[src/rtl/irqr_pkg.sv]
package irqr_pkg;
   localparam int unsigned WORD_BITS = 32;
   typedef logic [WORD_BITS-1:0] word_t;

   function automatic int unsigned words_for(input int unsigned n_src);
      return n_src / WORD_BITS;
   endfunction

   function automatic int unsigned idx_width(input int unsigned n);
      return (n > 1) ? $clog2(n) : 1;
   endfunction
endpackage

[src/rtl/irqr_addr_dec.sv]
module irqr_addr_dec
   import irqr_pkg::*;
#(
   parameter int unsigned NUM_CPU = 3,
   parameter int unsigned WORDS   = 2,
   parameter int unsigned ADDR_W  = 8,
   localparam int unsigned CPU_W  = idx_width(NUM_CPU),
   localparam int unsigned WIDX_W = idx_width(WORDS),
   localparam int unsigned PAIR   = 2 * WORDS
)(
   input  logic [ADDR_W-1:0] addr,
   output logic              hit,
   output logic [CPU_W-1:0]  cpu,
   output logic              is_stat,
   output logic [WIDX_W-1:0] widx
);
   // word address split into bank number and offset inside the bank
   always_comb begin
      int unsigned wa;
      int unsigned bank;
      int unsigned off;
      wa      = 32'(addr >> 2);
      bank    = wa / PAIR;
      off     = wa % PAIR;
      hit     = (bank < NUM_CPU);
      cpu     = CPU_W'(bank);
      is_stat = (off >= WORDS);
      widx    = WIDX_W'(is_stat ? off - WORDS : off);
   end
endmodule

[src/rtl/irqr_cpu_bank.sv]
module irqr_cpu_bank
   import irqr_pkg::*;
#(
   parameter int unsigned WORDS  = 2,
   localparam int unsigned NBITS = WORDS * WORD_BITS,
   localparam int unsigned WIDX_W = idx_width(WORDS)
)(
   input  logic              clk,
   input  logic              rst_n,
   input  logic [NBITS-1:0]  src,
   input  logic              wr_en,
   input  logic [WIDX_W-1:0] widx,
   input  word_t             wdata,
   output logic [NBITS-1:0]  mask,
   output logic [NBITS-1:0]  pend,
   output logic              irq_o
);
   genvar k;
   generate
      for (k = 0; k < WORDS; k++) begin : g_word
         // whole-word replace
         always_ff @(posedge clk) begin
            if (!rst_n)
               mask[k*WORD_BITS +: WORD_BITS] <= '0;
            else if (wr_en && (widx == WIDX_W'(k)))
               mask[k*WORD_BITS +: WORD_BITS] <= wdata;
         end
      end
   endgenerate

   // pending is live level gated by the mask
   assign pend = src & mask;

   // registered OR
   always_ff @(posedge clk) begin
      if (!rst_n) irq_o <= 1'b0;
      else        irq_o <= |pend;
   end


   no_spurious_irq_chk: assert property (@(posedge clk) disable iff (!rst_n)
      irq_o |-> $past(|src));

   masked_quiet_chk: assert property (@(posedge clk) disable iff (!rst_n)
      (mask == '0) |=> !irq_o);
endmodule

[src/rtl/cpu_irq_router.sv]
module cpu_irq_router
   import irqr_pkg::*;
#(
   parameter int unsigned NUM_SRC = 64,
   parameter int unsigned NUM_CPU = 3,
   parameter int unsigned ADDR_W  = 8
)(
   input  logic               clk,
   input  logic               rst_n,
   input  logic [NUM_SRC-1:0] irq_src,
   input  logic               bus_sel,
   input  logic               bus_wr,
   input  logic [ADDR_W-1:0]  bus_addr,
   input  logic [31:0]        bus_wdata,
   output logic [31:0]        bus_rdata,
   output logic [NUM_CPU-1:0] cpu_irq
);
   localparam int unsigned WORDS  = words_for(NUM_SRC);
   localparam int unsigned CPU_W  = idx_width(NUM_CPU);
   localparam int unsigned WIDX_W = idx_width(WORDS);
   localparam int unsigned SPAN   = NUM_CPU * 8 * WORDS;


   initial begin
      src_count_chk: assert (NUM_SRC == 32 || NUM_SRC == 64 || NUM_SRC == 128)
         else $fatal(1, "NUM_SRC must be 32, 64 or 128");
      addr_span_chk: assert (NUM_CPU >= 1 && ADDR_W <= 32 && (64'(1) << ADDR_W) >= 64'(SPAN))
         else $fatal(1, "ADDR_W too small for the bank windows");
   end

   logic              hit, is_stat;
   logic [CPU_W-1:0]  cpu;
   logic [WIDX_W-1:0] widx;
   logic [NUM_CPU-1:0][NUM_SRC-1:0] mask_all, pend_all;

   irqr_addr_dec #(.NUM_CPU(NUM_CPU), .WORDS(WORDS), .ADDR_W(ADDR_W)) u_dec (
      .addr(bus_addr), .hit(hit), .cpu(cpu), .is_stat(is_stat), .widx(widx)
   );

   genvar c;
   generate
      for (c = 0; c < NUM_CPU; c++) begin : g_cpu
         logic wr_here;
         // only mask words of the addressed bank are written
         assign wr_here = bus_sel && bus_wr && hit && !is_stat && (cpu == CPU_W'(c));
         irqr_cpu_bank #(.WORDS(WORDS)) u_bank (
            .clk(clk), .rst_n(rst_n), .src(irq_src), .wr_en(wr_here),
            .widx(widx), .wdata(bus_wdata),
            .mask(mask_all[c]), .pend(pend_all[c]), .irq_o(cpu_irq[c])
         );
      end
   endgenerate

   // combinational read mux
   always_comb begin
      bus_rdata = '0;
      if (bus_sel && !bus_wr && hit) begin
         for (int i = 0; i < NUM_CPU; i++) begin
            if (cpu == CPU_W'(i))
               bus_rdata = is_stat ? pend_all[i][32*widx +: 32]
                                   : mask_all[i][32*widx +: 32];
         end
      end
   end


   stat_write_ignored_chk: assert property (@(posedge clk) disable iff (!rst_n)
      (bus_sel && bus_wr && is_stat) |=> $stable(mask_all));

   unused_write_ignored_chk: assert property (@(posedge clk) disable iff (!rst_n)
      (bus_sel && bus_wr && !hit) |=> $stable(mask_all));

   unused_read_zero_chk: assert property (@(posedge clk) disable iff (!rst_n)
      (bus_sel && (32'(bus_addr) >= SPAN)) |-> (bus_rdata == '0));

   reset_quiet_chk: assert property (@(posedge clk) disable iff (!rst_n)
      $rose(rst_n) |-> (cpu_irq == '0));

   pend_subset_chk: assert property (@(posedge clk) disable iff (!rst_n)
      (bus_sel && !bus_wr && is_stat) |-> ((bus_rdata & ~irq_src[32*widx +: 32]) == '0));
endmodule

[config.mk]
export PLATFORM = sky130hd
export DESIGN_NAME = cpu_irq_router
export DESIGN_NICKNAME = d
export VERILOG_FILES = /design/src/rtl/irqr_pkg.sv /design/src/rtl/irqr_addr_dec.sv /design/src/rtl/irqr_cpu_bank.sv /design/src/rtl/cpu_irq_router.sv
export SDC_FILE = /design/constraint.sdc
export NUM_CORES = 1
export LEC_CHECK = 0
export BUFFER_PORTS_ARGS = -buffer_cell sky130_fd_sc_hd__buf_2
export CORE_AREA = 8 8 150 152
export CTS_CLUSTER_DIAMETER = 120
export DETAILED_ROUTE_END_ITERATION = 8
export DIE_AREA = 0 0 158 160
export PLACE_DENSITY = 0.87
export RECOVER_POWER = 25
export SETUP_SLACK_MARGIN = 0.5
export SLEW_MARGIN = 20
export SYNTH_ARGS = -nofsm -noshare
export SYNTH_HDL_FRONTEND = slang
export SYNTH_SLANG_ARGS = --single-unit
[constraint.sdc]
create_clock -name clk -period 2.1 [get_ports clk]
set_clock_uncertainty 0.1 [all_clocks]
set_input_delay 0.42 -clock clk [delete_from_list [all_inputs] [get_ports clk]]
set_output_delay 0.42 -clock clk [all_outputs]
set_load 0.05 [all_outputs]
==> flow_summary.json, run 1 <==
{
  "synth_top_area_share": 0.372,
  "groute.usage.overall": 0.730,
  "ys_types": 38,
  "yosys.area.top_type": "dfxtp_1",
  "yosys-top-cells-area": "dfxtp_1 37%, nand2_1 9.4%, a21boi_0 6.9%",
  "grt.overflow.total": 1,
  "synthCells": 1314,
  "ys_warn_count": 0,
  "synth.avg_cell_area_um2": 7.99,
  "start_util": 0.524,
  "numCtsBuffers": 17,
  "fp-row-count": 52,
  "htree_levels": 4,
  "worstEndpointGrtRepair": "bus_rdata[8]",
  "hpwl_mm": 31.8,
  "synth_area_um2": 10500,
  "synth_seq_cells": 195,
  "tool.error": "[ERROR GRT-0232] Routing congestion too high. Check the congestion heatmap in the GUI.",
  "die_x_um": 158,
  "status": "aborted with a tool error",
  "clock_sinks": 195,
  "root_buffer": "clkbuf_16",
  "io_buffers": 140,
  "pin_count": 143,
  "seq_area_frac_synth": 0.372,
  "ctsHoldBuffers": 0,
  "endpoint_type": "top-level output",
  "gp_congestion": 1.00,
  "chipHeight_um": 160,
  "grt_max_degree": 64,
  "haltStage": "global routing",
  "synth_fp_nets": 1422,
  "max-clock-path-buffers": 2
}
cells in the mapped netlist, drive strengths merged:
cell,instances
a221oi,27
mux4,6
a21oi,6
and2,27
nor4b,1
a311oi,26
a211oi,27
nand4bb,1
or2,1
nor2,28
nand2,263
a31oi,26
nor3,61
nand4,15
nand3,100
inv,1
a22o,27
nand3b,1
a22oi,42
clkbuf,74
mux2i,38
nand2b,26
o21ai,69
nor4,2
o211a,5
buf,35
nor3b,26
a21boi,131
dfxtp,195
nor2b,27
through the flow:
stage | cells | hold WS [ps] | TNS [ps] | worst slack (ps) | instance area (um2)
CTS | 1821 | 154 | -4500 | -178 | 15200
global placement | 1763 | 354 | -8950 | -338 | 13200
detailed placement | 1763 | 364 | -9620 | -357 | 13200
floorplan | 1314 | 345 | -3390 | -172 | 11400
timing repair:
item | 4_1_cts
endpoints found under the setup margin | 76
buffers inserted | 12
pin swaps | 41
resized for setup | 214
gates cloned | 14
layer usage:
metal  global-route usage  overflow
met1                0.708         1
met2                0.843         0
met3                0.678         0
met4                0.681         0
met5                0.457         0
cell families after synthesis:
kind of cell / Yosys count / synth area share
flip-flops: 195 / 0.372
buffers and inverters: 110 / 0.0466
multiplexers: 44 / 0.0491
AND/OR/NAND/NOR: 579 / 0.267
AO/OA/AOI/OAI: 386 / 0.266
==> inputs of run 2 (changes only) <==
--- a/config.mk
+++ b/config.mk
@@ -6,13 +6,11 @@
 export NUM_CORES = 1
 export LEC_CHECK = 0
 export BUFFER_PORTS_ARGS = -buffer_cell sky130_fd_sc_hd__buf_2
-export CORE_AREA = 8 8 150 152
-export CTS_CLUSTER_DIAMETER = 120
+export CORE_AREA = 8 8 172 174
 export DETAILED_ROUTE_END_ITERATION = 8
-export DIE_AREA = 0 0 158 160
-export PLACE_DENSITY = 0.87
+export DIE_AREA = 0 0 180 182
+export PLACE_DENSITY_LB_ADDON = 0.15
 export RECOVER_POWER = 25
-export SETUP_SLACK_MARGIN = 0.5
 export SLEW_MARGIN = 20
 export SYNTH_ARGS = -nofsm -noshare
 export SYNTH_HDL_FRONTEND = slang
==> constraint.sdc (replaced) <==
create_clock -name clk -period 2.75 [get_ports clk]
set_clock_uncertainty 0.1 [all_clocks]
set_input_delay 0.55 -clock clk [delete_from_list [all_inputs] [get_ports clk]]
set_output_delay 0.55 -clock clk [all_outputs]
set_load 0.05 [all_outputs]
==> run 2 against run 1 <==
Net effect: the run now ends clean; synthesized cell count unchanged; area after synthesis unchanged.
==> flow_summary.json, run 2 <==
{
  "layout_commonest_cell": "nand2_1",
  "io_buffers": 140,
  "clk_pin_slew_ps": 80,
  "grt_pass1_wl_mm": 68.3,
  "synthArstFlopShare": 0,
  "seq_area_frac_synth": 0.372,
  "max-clock-path-buffers": 2,
  "seqPwrFrac": 0.468,
  "cp_cell_sequence": "buf_4 -> or2_1 -> buf_4 -> nor3_1 -> a311oi_1 -> nor3_1 -> buf_2",
  "fin_crit_sh": 0.993,
  "start_util": 0.394,
  "core_um2": 26700,
  "synth_fp_nets": 1422,
  "drv_slew": 0,
  "p_comb_frac": 0.120,
  "hp-class": "in -> reg",
  "drc_errors": 0,
  "critPathLaunch": "bus_addr[2]",
  "clock.fmax_ghz": 0.366,
  "synth_edf_count": 0,
  "worstSkewPairLatency_ps": 440,
  "path_buf_inv": 3,
  "yosys-top-cells-area": "dfxtp_1 37%, nand2_1 9.4%, a21boi_0 6.9%",
  "nets": 1536,
  "static-leakage-power_nw": 4.48,
  "gp_congestion": 0.920,
  "finalHoldViolations": 0,
  "p_sw_frac": 0.291,
  "root_buffer": "clkbuf_16",
  "numCtsBuffers": 17,
  "slew_headroom": 0.165,
  "cts_tree": "yes",
  "utilization": 0.478,
  "fin_area_um2": 12700,
  "die_x_um": 180,
  "max_cap_viol_count": 0,
  "end_kind": "primary output",
  "layoutNonFillerInstCount": 1783,
  "synth_area_um2": 10500,
  "yosysMostFrequentCell": "nand2_1",
  "wl_per_cell_um": 25.7,
  "synthCells": 1314,
  "die-area_um2": 32800,
  "max-vdd-ir-drop_uv": 344,
  "internal-power_w": 0.00429,
  "vias": 11100,
  "pin_count": 143,
  "layout-drive-gt1-share": 0.192,
  "synth_seq_cells": 195,
  "grt_max_degree": 79,
  "largest_reg_flops": 192,
  "ys_warn_count": 0,
  "drt_wl_total_mm": 45.9,
  "grt.overflow.total": 0,
  "drtAntennaViolNets": 0,
  "dp.cells": 1748,
  "power_density_nw_per_um2": 476,
  "synth_top_area_share": 0.372,
  "largest-register": "g_cpu.u_bank.mask",
  "max_stage_delay_ps": 320,
  "crit_required_ps": 2100,
  "crit_arrival_ps": 2080,
  "groute.usage.overall": 0.272,
  "status": "complete, no violations",
  "hold_path.startpoint": "bus_wdata[26]",
  "placed_area_um2": 12100,
  "antenna_found_initial": 2,
  "holdWs_ps": 281,
  "max_slew.worst_pin.slew_ps": 1240,
  "yosys.area.top_type": "dfxtp_1",
  "post-cts-setup-buffers": 0,
  "ctsHoldBuffers": 0,
  "drtIter0Drc": 1295,
  "clock_sinks": 195,
  "ys_types": 38,
  "clkPwrFrac": 0.412,
  "grt_pass1_vias": 10500,
  "crit_family": "simple AND/OR/NAND/NOR gates",
  "fp-row-count": 60,
  "ys.flop_type": "dfxtp_1",
  "hpwl_mm": 32.7,
  "fin_crit_ps": 2730,
  "drtPass1Iterations": 5,
  "slowest_stage": "buf_2",
  "synthTopCellsByCount": "263 x nand2_1, 195 x dfxtp_1, 99 x nand3_1, 96 x a21boi_0, 74 x clkbuf_1",
  "synthToLayoutAreaGrowth_pct": 21.2,
  "reg_top3": "g_cpu.u_bank.mask x192, g_cpu.u_bank.irq_o x3",
  "viasPerCell": 6.21,
  "worstReg2RegStart": "g_cpu[1].u_bank.mask[45]",
  "cp-start-kind": "input port",
  "path_class": "in -> out",
  "mostFrequentLayoutCells": "262 x nand2_1, 195 x dfxtp_1, 119 x buf_2",
  "chipHeight_um": 182,
  "p_switching_w": 0.00177,
  "synth.avg_cell_area_um2": 7.99,
  "setup_viol_count_final": 0,
  "crit_fanout": 14,
  "htree_levels": 4
}
==> run 2: cell counts after synthesis <==
Identical to the previous run, type by type.
==> run 2: layout make-up <==
type	instances	area [um2]
antenna	1	2.50
clock buffer	17	425
clock inverter	15	151
fill	2659	13900
inverter	1	3.75
multi-input combinational	1009	6330
sequential	195	3900
tap	341	427
timing repair buffer	204	1480
==> run 2: worst register-to-register path, stage by stage (launching register included) <==
cell and delay (ps):
dfxtp_1 340, a22o_1 300, a221oi_1 370, nand4_1 260
nor3_1 400, a21boi_0 260
==> run 2: power by group through the flow <==
stage	Sequential, W	Combinational, W	Clock, W
2_1_floorplan	0.00290	0.000344	0
3_3_place_gp	0.00290	0.000687	0
3_5_place_dp	0.00290	0.000690	0
4_1_cts	0.00283	0.000695	0.00252
5_1_grt	0.00284	0.000762	0.00265
6_report	0.00284	0.000727	0.00250
==> run 2: what timing repair did <==
item / 4_1_cts / 5_1_grt
gates resized for setup: 4 / 26
setup endpoints to repair: 4 / 29
pin swaps: 0 / 1
gates cloned: 0 / 2
==> run 2: kinds of logic (layout without fill, tap and decap cells) <==
| family | count (synthesis) | in the layout | share of synthesized area |
|---|---|---|---|
| flip-flops | 195 | 195 | 0.372 |
| buffers and inverters | 110 | 237 | 0.0466 |
| AO/OA/AOI/OAI | 386 | 386 | 0.266 |
| other | 0 | 1 | 0 |
| multiplexers | 44 | 44 | 0.0491 |
| AND/OR/NAND/NOR | 579 | 579 | 0.267 |
==> run 2: final timing paths <==
kind	slack (ps)	to	depth (start not counted)
worst max-delay path	20	bus_rdata[31]	7
worst min-delay path	280	g_cpu[0].u_bank.mask[26]	3
worst max register to register	540	g_cpu[1].u_bank.irq_o	5
worst min register to register	370	g_cpu[0].u_bank.mask[26]	2
==> run 2: metrics by stage <==
step | power, W | setup TNS (ps) | setup slack, ps
final | 0.00606 | 0 | 19.5
after global routing | 0.00625 | -16.2 | -16.2
after CTS | 0.00605 | 0 | 5.58
after detailed placement | 0.00359 | -36.1 | -26.6
after global placement | 0.00359 | -37.1 | -18.0
after floorplan | 0.00324 | -2870 | -387
==> run 2: metal layers <==
| metal | global-route usage | vias up | routed length, um |
|---|---|---|---|
| met5 | 0 | - | 9 |
| met4 | 0.0884 | 2 | 1390 |
| met3 | 0.0467 | 80 | 4340 |
| met2 | 0.430 | 600 | 20700 |
| met1 | 0.370 | 5348 | 19400 |
| li1 | - | 5041 | - |
Power figures use the tool's default switching activity.
